File: src/rtl/kbd_rx_pkg.sv
package kbd_rx_pkg;

    typedef enum logic [1:0] {
        FT_NONE     = 2'd0,
        FT_XT_ORIG  = 2'd1,
        FT_XT_CLONE = 2'd2,
        FT_AT       = 2'd3
    } ftype_e;

    typedef enum logic [2:0] {
        CL_NONE,
        CL_CLONE,
        CL_FORK,
        CL_AT_OK,
        CL_AT_BAD
    } cls_e;

    localparam int unsigned SR_W = 16;
    localparam logic [SR_W-1:0] SR_EMPTY = 16'h8000;

endpackage

File: src/rtl/kbd_line_sync.sv
module kbd_line_sync #(
    parameter int unsigned STAGES = 2
) (
    input  logic clk,
    input  logic rst_n,
    input  logic clk_raw,
    input  logic dat_raw,
    output logic dat_s,
    output logic fall
);
    logic [STAGES-1:0] clk_chain_q;
    logic [STAGES-1:0] dat_chain_q;
    logic              clk_prev_q;

    generate
        if (STAGES == 1) begin : g_one
            always_ff @(posedge clk or negedge rst_n) begin
                if (!rst_n) begin
                    clk_chain_q <= '1;
                    dat_chain_q <= '1;
                end else begin
                    clk_chain_q <= clk_raw;
                    dat_chain_q <= dat_raw;
                end
            end
        end else begin : g_many
            always_ff @(posedge clk or negedge rst_n) begin
                if (!rst_n) begin
                    clk_chain_q <= '1;
                    dat_chain_q <= '1;
                end else begin
                    clk_chain_q <= {clk_chain_q[STAGES-2:0], clk_raw};
                    dat_chain_q <= {dat_chain_q[STAGES-2:0], dat_raw};
                end
            end
        end
    endgenerate

    always_ff @(posedge clk or negedge rst_n) begin
        if (!rst_n) clk_prev_q <= 1'b1;
        else        clk_prev_q <= clk_chain_q[STAGES-1];
    end

    assign dat_s = dat_chain_q[STAGES-1];
    assign fall  = clk_prev_q & ~clk_chain_q[STAGES-1];

endmodule

File: src/rtl/kbd_frame_classify.sv
module kbd_frame_classify
    import kbd_rx_pkg::*;
(
    input  logic [SR_W-1:0] sh,
    output cls_e            cls,
    output logic [7:0]      data
);
    logic mark6, mark5, mark4;

    // marker position = lowest set bit of the shifted register
    assign mark6 = sh[6] && (sh[5:0] == 6'd0);
    assign mark5 = sh[5] && (sh[4:0] == 5'd0);
    assign mark4 = sh[4] && (sh[3:0] == 4'd0);

    always_comb begin
        cls  = CL_NONE;
        data = sh[15:8];
        if (mark6 && sh[7]) begin
            cls = CL_CLONE;
        end else if (mark5 && sh[7]) begin
            cls = CL_FORK;
        end else if (mark4) begin
            data = sh[13:6];
            cls  = (sh[15] && (^sh[14:6])) ? CL_AT_OK : CL_AT_BAD;
        end
    end

endmodule

File: src/rtl/kbd_frame_rx.sv
module kbd_frame_rx
    import kbd_rx_pkg::*;
#(
    parameter int unsigned CLK_HZ  = 50_000_000,
    parameter int unsigned STOP_US = 100,
    parameter int unsigned IDLE_US = 2000,
    parameter int unsigned SYNC_N  = 2
) (
    input  logic       clk,
    input  logic       rst_n,
    input  logic       kbd_clk_i,
    input  logic       kbd_dat_i,
    output logic [7:0] byte_o,
    output logic       valid_o,
    output logic [1:0] ftype_o,
    output logic       err_o
);
    localparam int unsigned CYC_US   = CLK_HZ / 1_000_000;
    localparam int unsigned STOP_CYC = CYC_US * STOP_US;
    localparam int unsigned IDLE_CYC = CYC_US * IDLE_US;
    localparam int unsigned TW       = $clog2(IDLE_CYC + 1);
    localparam logic [TW-1:0] STOP_LIM = TW'(STOP_CYC - 1);
    localparam logic [TW-1:0] IDLE_LIM = TW'(IDLE_CYC - 1);

    typedef struct packed {
        logic [SR_W-1:0] shift;
        logic [TW-1:0]   tmr;
        logic            fork_wait;
        logic [7:0]      rx_byte;
        ftype_e          ftype;
        logic            valid;
        logic            err;
    } st_t;

    st_t  st_d, st_q;
    logic dat_s, fall;
    logic [SR_W-1:0] sh;
    cls_e cls;
    logic [7:0] cls_data;

    kbd_line_sync #(.STAGES(SYNC_N)) u_sync (
        .clk     (clk),
        .rst_n   (rst_n),
        .clk_raw (kbd_clk_i),
        .dat_raw (kbd_dat_i),
        .dat_s   (dat_s),
        .fall    (fall)
    );

    assign sh = {dat_s, st_q.shift[SR_W-1:1]};

    kbd_frame_classify u_cls (
        .sh   (sh),
        .cls  (cls),
        .data (cls_data)
    );

    always_comb begin
        st_d       = st_q;
        st_d.valid = 1'b0;
        st_d.err   = 1'b0;
        if (fall) begin
            st_d.shift     = sh;
            st_d.tmr       = '0;
            st_d.fork_wait = 1'b0;
            unique case (cls)
                CL_CLONE: begin
                    st_d.rx_byte = cls_data;
                    st_d.ftype   = FT_XT_CLONE;
                    st_d.valid   = 1'b1;
                    st_d.shift   = SR_EMPTY;
                end
                CL_FORK: st_d.fork_wait = 1'b1;
                CL_AT_OK: begin
                    st_d.rx_byte = cls_data;
                    st_d.ftype   = FT_AT;
                    st_d.valid   = 1'b1;
                    st_d.shift   = SR_EMPTY;
                end
                CL_AT_BAD: begin
                    st_d.err   = 1'b1;
                    st_d.shift = SR_EMPTY;
                end
                default: ;
            endcase
        end else if (st_q.shift != SR_EMPTY) begin
            if (st_q.tmr == (st_q.fork_wait ? STOP_LIM : IDLE_LIM)) begin
                if (st_q.fork_wait) begin
                    st_d.rx_byte = st_q.shift[15:8];
                    st_d.ftype   = FT_XT_ORIG;
                    st_d.valid   = 1'b1;
                end else begin
                    st_d.err = 1'b1;
                end
                st_d.shift     = SR_EMPTY;
                st_d.tmr       = '0;
                st_d.fork_wait = 1'b0;
            end else begin
                st_d.tmr = st_q.tmr + 1'b1;
            end
        end else begin
            st_d.tmr = '0;
        end
    end

    always_ff @(posedge clk or negedge rst_n) begin
        if (!rst_n) begin
            st_q <= '{shift: SR_EMPTY, tmr: '0, fork_wait: 1'b0, rx_byte: 8'h00,
                      ftype: FT_NONE, valid: 1'b0, err: 1'b0};
        end else begin
            st_q <= st_d;
        end
    end

    logic [SR_W-1:0] shift_q;
    logic [TW-1:0]   tmr_q;
    logic            fork_q;
    assign shift_q = st_q.shift;
    assign tmr_q   = st_q.tmr;
    assign fork_q  = st_q.fork_wait;

    assign byte_o  = st_q.rx_byte;
    assign ftype_o = st_q.ftype;
    assign valid_o = st_q.valid;
    assign err_o   = st_q.err;

endmodule

File: config.mk
export PLATFORM = sky130hd
export DESIGN_NAME = kbd_frame_rx
export DESIGN_NICKNAME = d
export VERILOG_FILES = /design/src/rtl/kbd_rx_pkg.sv /design/src/rtl/kbd_line_sync.sv /design/src/rtl/kbd_frame_classify.sv /design/src/rtl/kbd_frame_rx.sv
export SDC_FILE = /design/constraint.sdc
export NUM_CORES = 1
export LEC_CHECK = 0
export CAP_MARGIN = 20
export CORE_MARGIN = 5
export CORE_UTILIZATION = 56
export DETAILED_ROUTE_END_ITERATION = 8
export DONT_BUFFER_PORTS = 1
export PLACE_DENSITY = 0.84
export SLEW_MARGIN = 40
export SYNTH_ARGS = -nofsm -noshare
export SYNTH_HDL_FRONTEND = slang
export SYNTH_SLANG_ARGS = --single-unit
File: constraint.sdc
create_clock -name clk -period 2.3 [get_ports clk]
set_input_delay 0.115 -clock clk [delete_from_list [all_inputs] [get_ports clk]]
set_output_delay 0.115 -clock clk [all_outputs]
set_load 0.005 [all_outputs]
==> results of run 1 <==
==> per-stage QoR <==
step           area [um^2]  utilization [%]  setup WS (ps)
6_report              2649            62.12          94.80
4_1_cts               2638            61.85          89.45
2_1_floorplan         2424                -          32.19
3_3_place_gp          2474            58.01          162.0
3_5_place_dp          2474            58.01          90.83
5_1_grt               2649            62.12          10.29
==> Yosys cell counts (2+ instances only) <==
library cell and number:
dfrtp_1 45, nor2_1 27, a22o_1 16, nand2_1 11, xor2_1 10, clkbuf_1 9
a221o_1 8, mux2i_1 8, a21oi_1 7, xnor2_1 7, dfstp_2 6, inv_1 6
nand3_1 6, nand4_1 5, and3_1 4, nor2b_1 4, buf_4 3, buf_6 3
o21ai_0 3, nand2b_1 2, nor3b_1 2, nor4_1 2, nor4b_1 2, or3_1 2
xnor3_1 2
==> registers in the layout (all words and copies together) (netlist names) <==
name	flops
valid_o	1
u_sync.dat_chain_q	2
err_o	1
u_sync.clk_chain_q	2
u_sync.clk_prev_q	1
tmr_q	17
shift_q	16
byte_o	8
fork_q	1
ftype_o	2
==> per-layer routing <==
layer	vias to the layer above	track usage, %	share of wire, %
met3	4	4.617	5.2
li1	783	-	-
met4	0	4.854	0.75
met1	772	26.19	51
met5	-	0	0
met2	45	23.76	43
==> final timing paths <==
path	end	slack [ps]	depth (start not counted)
worst max-delay path	byte_o[6]	90	6
worst min-delay path	valid_o	310	2
worst max register to register	byte_o[6]	90	6
worst min register to register	u_sync.dat_chain_q[1]	360	0
max in group asynchronous	u_sync.clk_prev_q	1700	2
min in group clk	u_sync.clk_chain_q[0]	360	1
==> worst max-delay path, cell delays in order, from the launching register on <==
cell     delay (ps)
dfstp_2         590
xnor2_1         160
xnor3_1         400
mux2_4          330
and2_4          170
nor2b_4         160
a221o_1         290
==> cell type report <==
cell class / count / area [um^2]
repair buffers: 14 / 132.6
clock inverters: 1 / 30.03
clock buffers: 7 / 76.32
multi-input cells: 145 / 1037
fillers: 326 / 1615
well taps: 52 / 65.06
flip-flops and latches: 51 / 1285
inverters: 6 / 22.52
==> cell families after synthesis <==
family	after synthesis	synth area share (%)
AO/OA/AOI/OAI	36	11.87
multiplexers	9	3.924
flip-flops	51	52.97
buffers and inverters	21	4.646
AND/OR/NAND/NOR	80	18.07
adder cells (fa/ha/maj)	1	0.5162
XOR/XNOR	19	8.002
==> where the power goes <==
part | internal (uW) | leakage, uW | switching (uW) | total, uW
registers | 1060 | 0.000676 | 182 | 1240
clock network | 326 | 0.0000524 | 272 | 598
logic | 381 | 0.000520 | 322 | 703
total | 1760 | 0.00125 | 776 | 2540
==> what timing repair did <==
action | in CTS | in global routing
endpoints found under the hold margin | 53 | 0
hold buffers | 4 | 0
setup buffers | 0 | 0
endpoints found under the setup margin | 0 | 6
resized for setup | 0 | 3
==> flow_metrics.env, run 1 <==
export IMPL_critPathKind="flip-flop to flip-flop"
export IMPL_clockBufferDepth=2
export IMPL_rows=24
export IMPL_grt_max_degree=52
export IMPL_wl_um=4424
export IMPL_dr_pass1_iters=4
export IMPL_clk_insertion_delay_late_ps=300
export IMPL_syn_num_nets=222
export IMPL_post_place_cells=264
export IMPL_post_drt_wl_per_cell_um=16.03
export IMPL_p_leak_uw=0.001249
export IMPL_synth_top_cells_by_area="dfrtp_1 46%, dfstp_2 6.5%, a22o_1 5.8%"
export IMPL_r2r_start="shift_q[15]"
export IMPL_status="finished, final reports clean"
export IMPL_grt_usage_pct=17.13
export IMPL_whs_ps=313.6
export IMPL_synth_cell_types=42
export IMPL_finalCriticalPeriod_ps=2205
export IMPL_drcViolationCount=0
export IMPL_worst_pin_slew_ps=456.6
export IMPL_syn_inst=217
export IMPL_nets=228
export IMPL_drv_slew=0
export IMPL_via_per_inst=5.812
export IMPL_fin_crit_sh_pct=95.88
export IMPL_synth_edf_count=0
export IMPL_fp_dieH_um=75.79
export IMPL_finalSetupTns_ps=0
export IMPL_vdd_ir_drop_max_uv=523.2
export IMPL_hp_class="primary input to async pin"
export IMPL_fmax_ghz=0.4535
export IMPL_required_ps=2490
export IMPL_synth_seq_cells=51
export IMPL_ant_nets=0
export IMPL_ys_flop_type="dfrtp_1"
export IMPL_grt_overflow=0
export IMPL_clk_pin_slew_ps=90
export IMPL_layout_commonest_cell="dfrtp_1"
export IMPL_vias=1604
export IMPL_timing_slew_headroom_pct=69.33
export IMPL_layout_cells_non_filler=276
export IMPL_grt_pass1_wl_um=7493
export IMPL_synth_async_reset_ratio_pct=100.0
export IMPL_most_common_layout_cells="44 x dfrtp_1, 27 x nor2_1, 16 x a22o_1"
export IMPL_end_kind="flip-flop"
export IMPL_startpoint="shift_q[15]"
export IMPL_drive_gt1_share_pct=14.73
export IMPL_power_uw=2538
export IMPL_synth_top_area_share_pct=46.46
export IMPL_yosysWarnings=0
export IMPL_startpoint_type="flip-flop"
export IMPL_power_density_nw_per_um2=958.3
export IMPL_cts_buffers=5
export IMPL_grt_setup_unrepaired="no"
export IMPL_drv_cap=0
export IMPL_grt_pass1_vias=1546
export IMPL_die_area_um2=5743
export IMPL_area_growth_pct=9.293
export IMPL_die_x_um=75.79
export IMPL_setup_viol=0
export IMPL_ioPinCount=16
export IMPL_first_iter_violations=131
export IMPL_crit_fanout=10
export IMPL_cts_root_buf="clkbuf_8"
export IMPL_synth_area_um2=2424
export IMPL_htreeDepth=2
export IMPL_antennaDiodeCount=0
export IMPL_start_util_pct=56.84
export IMPL_antenna_found_initial=0
export IMPL_gp_congestion=0.7873
export IMPL_dpl_hpwl_um=2988
export IMPL_io_buffers=0
export IMPL_clock_sinks=51
export IMPL_core_um2=4264
export IMPL_hold_violations=0
export IMPL_yosys_area_top_type="dfrtp_1"
export IMPL_avgSynthCellArea_um2=11.17
export IMPL_cp_arrival_ps=2390
export IMPL_ys_seq_area_share_pct=52.97
export IMPL_cts_tree="done"
export IMPL_fin_skew_ps=10.48
No activity file was read; power rests on OpenSTA's default activity.
==> run 2, diff against run 1 <==
--- a/config.mk
+++ b/config.mk
@@ -7,10 +7,11 @@
 export LEC_CHECK = 0
 export CAP_MARGIN = 20
 export CORE_MARGIN = 5
-export CORE_UTILIZATION = 56
+export CORE_UTILIZATION = 59
+export CTS_BUF_LIST = sky130_fd_sc_hd__clkbuf_4
 export DETAILED_ROUTE_END_ITERATION = 8
 export DONT_BUFFER_PORTS = 1
-export PLACE_DENSITY = 0.84
+export PLACE_DENSITY = 0.88
 export SLEW_MARGIN = 40
 export SYNTH_ARGS = -nofsm -noshare
 export SYNTH_HDL_FRONTEND = slang
==> run 2 against run 1 <==
Against the previous run:
- sequential power about the same
- clock power fell by 36%
- first-iteration DRC count grew 11%
- power fell by 8.8%
- cell count down 1.1%
- critical endpoint is now byte_o[5]
- largest cell class unchanged
==> flow_metrics.env, run 2 (same netlist as run 1, synthesis figures left out) <==
export IMPL_finalSetupTns_ps=0
export IMPL_grt_pass1_vias=1569
export IMPL_grt_pass1_wl_um=7514
export IMPL_drcViolationCount=0
export IMPL_cts_root_buf="clkbuf_4"
export IMPL_startpoint="shift_q[12]"
export IMPL_reg2reg_depth=6
export IMPL_ctsResizeCount=0
export IMPL_required_ps=2570
export IMPL_via_per_inst=6.026
export IMPL_antennaDiodeCount=0
export IMPL_cts_tree="done"
export IMPL_clk_insertion_delay_late_ps=370
export IMPL_timing_slew_headroom_pct=62.37
export IMPL_ant_nets=0
export IMPL_largest_reg_flops=17
export IMPL_nets=227
export IMPL_first_iter_violations=146
export IMPL_hp_class="primary input to async pin"
export IMPL_grt_max_degree=52
export IMPL_p_leak_uw=0.001218
export IMPL_post_drt_wl_per_cell_um=16.52
export IMPL_hold_violations=0
export IMPL_area_growth_pct=6.195
export IMPL_end_kind="flip-flop"
export IMPL_grt_overflow=0
export IMPL_fmax_ghz=0.4569
export IMPL_io_buffers=0
export IMPL_clk_pin_slew_ps=150
export IMPL_fin_skew_ps=14.67
export IMPL_power_density_nw_per_um2=899.6
export IMPL_cts_buffers=5
export IMPL_die_area_um2=5489
export IMPL_core_um2=4000
export IMPL_htreeDepth=2
export IMPL_gp_congestion=0.7995
export IMPL_design_area_um2=2574
export IMPL_drive_gt1_share_pct=13.00
export IMPL_fp_dieH_um=74.09
export IMPL_clockBufferDepth=2
export IMPL_cp_arrival_ps=2460
export IMPL_drv_slew=0
export IMPL_dpl_hpwl_um=3055
export IMPL_status="finished, final reports clean"
export IMPL_grt_usage_pct=17.86
export IMPL_start_util_pct=60.59
export IMPL_cp_cell_sequence="xor2_1 -> xnor3_1 -> mux2_4 -> and2_4 -> nor2b_4 -> a221o_1"
export IMPL_finalCriticalPeriod_ps=2188
export IMPL_max_stage_delay_ps=530
export IMPL_startpoint_type="flip-flop"
export IMPL_layout_commonest_cell="dfrtp_1"
export IMPL_r2r_slack_ps=110
export IMPL_post_cts_buffers=0
export IMPL_clock_sinks=51
export IMPL_worst_pin_slew_ps=560.1
export IMPL_most_common_layout_cells="45 x dfrtp_1, 27 x nor2_1, 16 x a22o_1"
export IMPL_cts_hold_buffers_added=4
export IMPL_critPathKind="flip-flop to flip-flop"
export IMPL_dpl_cell_area_um2=2464
export IMPL_wl_um=4509
export IMPL_ioPinCount=16
export IMPL_die_x_um=74.09
export IMPL_vdd_ir_drop_max_uv=504.7
export IMPL_rows=23
export IMPL_crit_fanout=9
export IMPL_r2r_start="shift_q[12]"
export IMPL_fin_crit_sh_pct=95.15
export IMPL_drv_cap=0
export IMPL_dr_pass1_iters=5
export IMPL_setup_viol=0
export IMPL_antenna_found_initial=0
export IMPL_slowest_stage="dfrtp_1"
export IMPL_vias=1645
export IMPL_grt_setup_unrepaired="no"
-- run 2: worst max-delay path, delay by kind of cell (launching register included) --
kind / cells / cell delay (ps)
xor+xnor: 2 / 640
mux: 1 / 330
simple gates: 2 / 290
compound gates: 1 / 300
flops: 1 / 530
-- run 2: per-layer routing --
layer / vias up / share of wire, % / global-route usage, %
met1: 825 / 46 / 24.45
met2: 37 / 48 / 28.35
met4: 0 / 1.4 / 6.640
li1: 775 / - / -
met3: 8 / 5.5 / 3.514
met5: - / 0 / 0
-- run 2: area by class of cell --
class                      instances  area [um^2]
timing repair buffer              13        125.1
tap                               50        62.56
clock buffer                       5        37.54
fill                             302         1426
sequential                        51         1284
inverter                           6        22.52
clock inverter                     3        15.01
multi-input combinational        145         1027
-- run 2: where the power goes --
part / internal (uW) / switching (uW) / total [uW]
Clock: 113 / 273 / 385
Sequential: 1050 / 195 / 1250
Combinational: 372 / 309 / 681
-- run 2: final timing paths --
kind,to
worst max-delay path,byte_o[5]
worst min-delay path,byte_o[1]
worst max register to register,byte_o[5]
worst min register to register,u_sync.dat_chain_q[1]
max in group asynchronous,u_sync.clk_chain_q[0]
min in group clk,u_sync.dat_chain_q[0]
-- run 2: metrics by stage --
| step | hold slack, ps | worst slack [ps] | total power (uW) | std cells | util, % |
|---|---|---|---|---|---|
| 3_5_place_dp | -179.2 | 127.4 | 1917 | 261 | 61.59 |
| 6_report | 255.5 | 111.5 | 2315 | 273 | 64.34 |
| 4_1_cts | 241.4 | 104.4 | 2327 | 273 | 64.34 |
| 3_3_place_gp | -178.4 | 207.0 | 1878 | 261 | 61.59 |
| 2_1_floorplan | -180.6 | 32.19 | 1778 | 217 | - |
| 5_1_grt | 257.5 | 9.121 | 2448 | 273 | 64.34 |
